File: config.mk
export PLATFORM = sky130hd
export DESIGN_NAME = an_page_arbiter
export DESIGN_NICKNAME = d
export VERILOG_FILES = /design/src/rtl/an_arb_pkg.sv /design/src/rtl/an_brk_timer.sv /design/src/rtl/an_page_sel.sv /design/src/rtl/an_arb_fsm.sv /design/src/rtl/an_page_arbiter.sv
export SDC_FILE = /design/constraint.sdc
export NUM_CORES = 1
export LEC_CHECK = 0
export ABC_AREA = 1
export BUFFER_PORTS_ARGS = -buffer_cell sky130_fd_sc_hd__buf_2
export CORE_ASPECT_RATIO = 1.5
export CORE_UTILIZATION = 28
export CTS_BUF_LIST = sky130_fd_sc_hd__clkbuf_4
export CTS_CLUSTER_DIAMETER = 150
export DETAILED_ROUTE_END_ITERATION = 16
export PLACE_DENSITY = 0.61
export SLEW_MARGIN = 25
export SYNTH_ARGS = -nofsm -noshare
export SYNTH_HDL_FRONTEND = slang
export SYNTH_SLANG_ARGS = --single-unit
File: constraint.sdc
create_clock -name clk -period 1.8 [get_ports clk]
set_input_delay 0.09 -clock clk [delete_from_list [all_inputs] [get_ports clk]]
set_output_delay 0.09 -clock clk [all_outputs]
set_load 0.005 [all_outputs]
File: src/rtl/an_arb_pkg.sv
package an_arb_pkg;
    typedef enum logic [2:0] {
        ST_IDLE = 3'd0,
        ST_BRK  = 3'd1,
        ST_ABIL = 3'd2,
        ST_WACK = 3'd3,
        ST_CACK = 3'd4,
        ST_NEXT = 3'd5,
        ST_GOOD = 3'd6
    } arb_state_e;

    localparam int unsigned NUM_STATES = 7;
endpackage

File: src/rtl/an_brk_timer.sv
module an_brk_timer #(
    parameter int unsigned BRK_CYCLES = 16
) (
    input  logic clk,
    input  logic rst_n,
    input  logic run,
    output logic expired
);
    localparam int unsigned CW = $clog2(BRK_CYCLES + 1);
    localparam logic [CW-1:0] LAST = CW'(BRK_CYCLES - 1);

    logic [CW-1:0] cnt_q;

    always_ff @(posedge clk) begin
        if (!rst_n || !run) begin
            cnt_q <= '0;
        end else if (cnt_q != LAST) begin
            cnt_q <= cnt_q + 1'b1;
        end
    end

    assign expired = run && (cnt_q == LAST);
endmodule

File: src/rtl/an_page_sel.sv
module an_page_sel #(
    parameter int unsigned PAGE_W  = 48,
    parameter int unsigned NP_BIT  = 15,
    parameter int unsigned ACK_BIT = 14
) (
    input  logic              clk,
    input  logic              rst_n,
    input  logic              clr,
    input  logic              load_base,
    input  logic              load_next,
    input  logic [PAGE_W-1:0] base_page,
    input  logic              np_req,
    input  logic [PAGE_W-1:0] np_page,
    input  logic              ack_on,
    output logic [PAGE_W-1:0] tx_page,
    output logic              tx_np
);
    localparam logic [PAGE_W-1:0] NULL_PAGE = PAGE_W'(1);

    logic [PAGE_W-1:0] page_q;
    logic [PAGE_W-1:0] load_val;

    always_comb begin
        if (load_base) begin
            load_val = base_page;
        end else if (np_req) begin
            load_val = np_page;
        end else begin
            load_val = NULL_PAGE;
        end
        load_val[ACK_BIT] = 1'b0;
    end

    always_ff @(posedge clk) begin
        if (!rst_n || clr) begin
            page_q <= '0;
        end else if (load_base || load_next) begin
            page_q <= load_val;
        end
    end

    always_comb begin
        tx_page          = page_q;
        tx_page[ACK_BIT] = ack_on;
    end

    assign tx_np = page_q[NP_BIT];
endmodule

File: src/rtl/an_arb_fsm.sv
module an_arb_fsm
    import an_arb_pkg::*;
(
    input  logic       clk,
    input  logic       rst_n,
    input  logic       abort,
    input  logic       abl_start,
    input  logic       brk_expired,
    input  logic       rx_page_vld,
    input  logic       rx_np,
    input  logic       rx_ack_det,
    input  logic       tx_np,
    output arb_state_e state,
    output logic       load_base,
    output logic       load_next
);
    arb_state_e state_q;
    arb_state_e state_d;
    logic       ack_seen_q;
    logic       rx_np_q;
    logic       listening;
    logic       np_need;

    assign listening = (state_q == ST_ABIL) || (state_q == ST_NEXT);
    assign np_need   = tx_np || rx_np_q;

    always_comb begin
        state_d = state_q;
        unique case (state_q)
            ST_IDLE: if (abl_start)   state_d = ST_BRK;
            ST_BRK:  if (brk_expired) state_d = ST_ABIL;
            ST_ABIL, ST_NEXT: begin
                if (rx_page_vld) begin
                    state_d = (ack_seen_q || rx_ack_det) ? ST_CACK : ST_WACK;
                end
            end
            ST_WACK: if (rx_ack_det) state_d = ST_CACK;
            ST_CACK: state_d = np_need ? ST_NEXT : ST_GOOD;
            ST_GOOD: state_d = ST_GOOD;
            default: state_d = ST_IDLE;
        endcase
        if (abort) begin
            state_d = ST_IDLE;
        end
    end

    always_ff @(posedge clk) begin
        if (!rst_n) begin
            state_q <= ST_IDLE;
        end else begin
            state_q <= state_d;
        end
    end

    always_ff @(posedge clk) begin
        if (!rst_n || state_q == ST_IDLE || load_next) begin
            ack_seen_q <= 1'b0;
        end else if (listening && rx_ack_det) begin
            ack_seen_q <= 1'b1;
        end
    end

    always_ff @(posedge clk) begin
        if (!rst_n || state_q == ST_IDLE) begin
            rx_np_q <= 1'b0;
        end else if (listening && rx_page_vld) begin
            rx_np_q <= rx_np;
        end
    end

    assign state     = state_q;
    assign load_base = !abort && (state_q == ST_BRK) && brk_expired;
    assign load_next = !abort && (state_q == ST_CACK) && np_need;
endmodule

File: src/rtl/an_page_arbiter.sv
module an_page_arbiter
    import an_arb_pkg::*;
#(
    parameter int unsigned PAGE_W     = 48,
    parameter int unsigned NP_BIT     = 15,
    parameter int unsigned ACK_BIT    = 14,
    parameter int unsigned BRK_CYCLES = 16
) (
    input  logic                  clk,
    input  logic                  rst_n,
    input  logic                  an_en,
    input  logic                  an_restart,
    input  logic                  abl_start,
    input  logic [PAGE_W-1:0]     loc_base_page,
    input  logic                  loc_np_req,
    input  logic [PAGE_W-1:0]     loc_np_page,
    input  logic                  rx_page_vld,
    input  logic [PAGE_W-1:0]     rx_page,
    input  logic                  rx_ack_det,
    output logic                  tx_disable,
    output logic [PAGE_W-1:0]     tx_page,
    output logic [NUM_STATES-1:0] state_oh,
    output logic                  an_done
);
    arb_state_e state;
    logic       abort;
    logic       brk_expired;
    logic       load_base;
    logic       load_next;
    logic       tx_np;
    logic       ack_on;

    assign abort = !an_en || an_restart;

    an_brk_timer #(.BRK_CYCLES(BRK_CYCLES)) u_timer (
        .clk     (clk),
        .rst_n   (rst_n),
        .run     (state == ST_BRK),
        .expired (brk_expired)
    );

    an_arb_fsm u_fsm (
        .clk         (clk),
        .rst_n       (rst_n),
        .abort       (abort),
        .abl_start   (abl_start),
        .brk_expired (brk_expired),
        .rx_page_vld (rx_page_vld),
        .rx_np       (rx_page[NP_BIT]),
        .rx_ack_det  (rx_ack_det),
        .tx_np       (tx_np),
        .state       (state),
        .load_base   (load_base),
        .load_next   (load_next)
    );

    assign ack_on = (state == ST_WACK) || (state == ST_CACK) || (state == ST_GOOD);

    an_page_sel #(
        .PAGE_W  (PAGE_W),
        .NP_BIT  (NP_BIT),
        .ACK_BIT (ACK_BIT)
    ) u_page (
        .clk       (clk),
        .rst_n     (rst_n),
        .clr       (state == ST_IDLE),
        .load_base (load_base),
        .load_next (load_next),
        .base_page (loc_base_page),
        .np_req    (loc_np_req),
        .np_page   (loc_np_page),
        .ack_on    (ack_on),
        .tx_page   (tx_page),
        .tx_np     (tx_np)
    );

    for (genvar s = 0; s < NUM_STATES; s++) begin : g_oh
        assign state_oh[s] = (state == arb_state_e'(s));
    end

    assign tx_disable = (state == ST_IDLE) || (state == ST_BRK);
    assign an_done    = (state == ST_GOOD);
endmodule

Yosys cells after proc, flatten, opt, wreduce, memory -nomap -nowiden. Cells that the tools add are included.

Mux-type cells: 9. Equal/unequal tests: 12. $add $sub $neg: 1. Bitwise operators: 1. Reduce and logical (&&, ||, !) cells: 26.

Operators by type and width (number): $mux W48 (2); $pmux W3 S6 (1); $mux W3 (5); $logic_or A1 B1 Y1 (11); $eq A3 B3 Y1 const B (3); $logic_and A1 B1 Y1 (7); $eq A3 B2 Y1 const B (2); $ne A2 B2 Y1 const B (3); $add A5 B1 Y5 const B (1); $eq A5 B4 Y1 const B (1); $ne A5 B4 Y1 const B (1); $logic_not A1 Y1 (4); $reduce_and A4 Y1 (1); $reduce_or A2 Y1 (2); $eq A3 B1 Y1 const B (1); $logic_not A3 Y1 (1); $mux W2 (1); $ne A2 B1 Y1 const B (1); $not A1 Y1 (1).

Register bits after elaboration: 57. Bits of input ports: 152.

Depth between registers and ports, before layout.
Depth after elaboration: 6. Depth in mapped cells: 12. Depth with buffers taken out: 11.

Cells and area by module. A second synthesis with hierarchy kept.

Cell total of the unflattened synthesis: 522. Area total of the unflattened synthesis: 3100.5 sq um.

Modules (own cells, without submodules): an_page_sel (times used 1, area an instance 2362.3 sq um, cells each 407, seq. area each 940.9 sq um); an_arb_fsm (times used 1, area an instance 414.1 sq um, cells each 64, seq. area each 100.1 sq um); an_brk_timer (times used 1, area an instance 242.7 sq um, cells each 33, seq. area each 100.1 sq um); an_page_arbiter (times used 1, area an instance 81.3 sq um, cells each 18, seq. area each 0.0 sq um).

Worst setup path after synthesis. No wires, ideal clock.

Path kind: flip-flop to flip-flop. Start point: register u_timer.cnt_q[1]. End point: register u_page.page_q[19]. Cell stages (with the launch flop): 13. Arrival: 1731 ps. Path slack: 5 ps. Path buffers: 2. Required time: 1736 ps. Path through: dfxtp_1 -> ha_1 -> nand2_1 -> nor2_1 -> ha_1 -> inv_2 -> nor3_2 -> buf_4 -> buf_2 -> nand2_1 -> nand2_1 -> nor2_1 -> nor2_1.

Longest elaborated chain between the ends: 4. Elaborated cells between the ends (all ways): 5.

Ends and longest elaborated chain: from (decl) (RTL line an_brk_timer.sv:12) `logic [CW-1:0] cnt_q;`; from (signal assigned) (RTL line an_brk_timer.sv:18) `cnt_q <= cnt_q + 1'b1;`; $eq A5 B4 Y1 * (RTL line an_brk_timer.sv:22) `assign expired = run && (cnt_q == LAST);`; $logic_and A1 B1 Y1 * (RTL line an_brk_timer.sv:22); $logic_and A1 B1 Y1 * (RTL line an_arb_fsm.sv:72) `assign load_base = !abort && (state_q == ST_BRK) && brk_expired;`; $mux W48 or $logic_or A1 B1 Y1 (tied branches) (RTL line an_page_sel.sv:24, an_page_sel.sv:37); to (signal assigned) (RTL line an_page_sel.sv:38) `page_q <= load_val;`; to (decl) (RTL line an_page_sel.sv:20) `logic [PAGE_W-1:0] page_q;`.

Mark *: on every way between the ends. The rest lies on a longest branch, timed or not. A chain may end at the register's enable or synchronous reset.

Final worst setup path.
Start point: register u_timer.cnt_q[0]. End point: register u_page.page_q[9].

The elaborated chain is that of the path after synthesis.

==> flow_metrics.tcl <==
set metrics [dict create \
    status "completed" \
    yosysWarnings 0 \
    ant_nets 0 \
    place_congestion 0.835 \
    startpoint "u_timer.cnt_q[0]$_SDFFE_PP0P_" \
    fin_nets 878 \
    multiInputGateArea_um2 1710 \
    yosysUniqueCellTypes 22 \
    dr.pass1.iters 6 \
    drc 0 \
    syn_inst 478 \
    slew-limit-headroom 0.620 \
    drt-initial-drc-count 126 \
    hold_class "in2reg" \
    cp_max_fo 7 \
    dp_cells 760 \
    yosys.area.top_type "dfxtp_1" \
    finalSetupViolCount 0 \
    cts.htree.levels 3 \
    p_total_mw 2.54 \
    whs_ps 18.7 \
    dieArea_um2 11300 \
    clockRootBuffer "clkbuf_4" \
    crit_required_ps 2150 \
    ys_ff_latch 57 \
    layout_min_cycle_time_ps 1780 \
    worstSetupEndpointType "register" \
    drive_gt1_frac 0.328 \
    io_pins 209 \
    cts.sinks 57 \
    die_y_um 130 \
    grt_pass1_vias 3805 \
    synth_area_um2 3040 \
    finalClockSkew_ps 12.3 \
    setup_tns_ps 0 \
    viasPerCell 4.65 \
    port_buffers 159 \
    synth_top_area_share 0.375 \
    final_cells 872 \
    antenna-diode-count 0 \
    min-delay-start "loc_np_page[41]" \
    grt-ovfl-total 0 \
    drv_slew 0 \
    p_leak_nw 2.77 \
    die_w_um 87.1 \
    period_share 0.988 \
    ys_seq_area_frac 0.375 \
    rr_startpoint "u_timer.cnt_q[0]$_SDFFE_PP0P_" \
    max-vdd-ir-drop_v 0.000237 \
    cap_violations 0 \
    numCtsBuffers 9 \
    power.density_nw_per_um2 485 \
    wl_mm 12.2 \
    seq_area_um2 1140 \
    rsz0062_at_grt "true" \
    grt_max_degree 48 \
    hold_violations 0 \
    cts_buffer_depth 2 \
    clkLatencyLatePin_ps 410 \
    cts_tree "yes" \
    dp_hpwl_mm 6.39 \
    crit_arrival_ps 2130 \
    wl_per_cell_um 14.0 \
    vias 4053 \
    fillers 1053 \
    worstSetupPathType "reg2reg" \
    antenna_found_initial 0 \
    worstSetupStartpointType "register" \
    synth_nets 632 \
    start_util 0.287 \
    fmax_ghz 0.562 \
    num_rows 46 \
    core_um2 10600 \
    grt_pass1_wl_mm 16.8 \
    avgSynthCellArea_um2 6.36 \
    grtUsageTotal 0.194 \
    worst-slew-pin-transition_ps 571 \
    area_growth_syn_to_layout_pct 72.5 \
    synth_top_cells_by_area "dfxtp_1 38%, nand2_1 15%, nor2_1 14%" \
    path_clk_slew_ps 100 \
]
report_power, final:
group          internal (mW)  leakage, nW  switching (mW)
Clock                  0.395       0.0657           0.457
Combinational          0.256         2.25           0.170
Sequential              1.26        0.460         0.00223
final timing paths:
kind | slack [ps] | to | cells after the start
setup / recovery | 20 | u_page.page_q[9]$_SDFFE_PP0P_ | 12
hold / removal | 20 | u_page.page_q[41]$_SDFFE_PP0P_ | 5
setup reg to reg | 20 | u_page.page_q[9]$_SDFFE_PP0P_ | 12
hold reg to reg | 480 | u_fsm.rx_np_q$_SDFFE_PP0P_ | 2
synth_stat cells:
cell type,instances
nand2_1,123
nor2_1,116
dfxtp_1,57
nand3_1,55
o21ai_0,26
o21ai_1,23
inv_1,17
buf_6,11
a21oi_1,9
buf_2,9
buf_4,8
inv_2,6
clkbuf_1,5
buf_1,2
ha_1,2
nand3_2,2
nor3_1,2
nand2_2,1
nand3b_1,1
nand4_1,1
nor3_2,1
xor2_1,1
stage by stage:
stage	util	cell area [um2]	worst slack, ps
final	0.495	5240	21.6
after global routing	0.495	5240	-109
after CTS	0.471	4980	-2.51
after detailed placement	0.370	3920	-118
after global placement	0.370	3920	-18.6
after floorplan	-	3040	5.28
sequential cells by signal, summed over array words and instances (netlist names):
| signal | cells |
|---|---|
| u_fsm.ack_seen_q | 1 |
| u_fsm.rx_np_q | 1 |
| u_fsm.state | 3 |
| u_page.page_q | 47 |
| u_timer.cnt_q | 5 |
cell families (layout without fill, tap and decap cells):
group	Yosys count	count (layout)	share of synthesized area
buffers and inverters	58	308	0.112
adders and majority gates	2	2	0.00823
and+or+nand+nor	302	302	0.406
AOI/OAI and AO/OA	58	58	0.0955
xor gates and xnor gates	1	1	0.00288
DFF	57	57	0.375
critical path, cell delays in order, from the launching register on:
cell and delay [ps]:
dfxtp_2 360, ha_4 150, nand2_4 60, nor2_4 110, ha_4 180, inv_4 40
nor3_4 220, buf_12 190, clkbuf_16 170, nand2_1 50, nand2_1 60, nor2_1 40
nor2_1 90
layer usage:
layer,share of wire,global-route usage,vias up
met5,0,0,-
met4,0.042,0.120,0
met3,0.049,0.0369,43
met2,0.53,0.354,163
met1,0.38,0.201,1841
li1,-,-,2006
what timing repair did:
action | in CTS | in global routing
cloned | 1 | 5
hold endpoints to repair | 49 | 0
gates resized for setup | 5 | 43
endpoints found under the setup margin | 47 | 49
pin swaps | 3 | 32
hold buffers | 88 | 0
setup buffers | 1 | 2
final cells by class:
class | count | share of cell area
repair buffers | 270 | 0.382
inverters | 23 | 0.0169
clock buffers | 9 | 0.0129
clock inverters | 6 | 0.00954
multi-input cells | 363 | 0.326
flip-flops and latches | 57 | 0.218
well taps | 144 | 0.0344
cells in the final DEF (no fill, tap or decap), types with 2 or more instances in the layout:
cell type	n
a21oi_1	9
buf_12	5
buf_2	159
buf_4	12
clkbuf_16	4
clkbuf_4	9
clkinv_1	4
dfxtp_1	55
dfxtp_2	2
dlygate4sd3_1	88
ha_4	2
inv_1	17
inv_2	5
nand2_1	92
nand2_2	25
nand2_4	7
nand3_1	55
nand3_2	2
nor2_1	115
nor3_1	2
o21ai_0	26
o21ai_1	23
(Power assumes the default switching activity.)
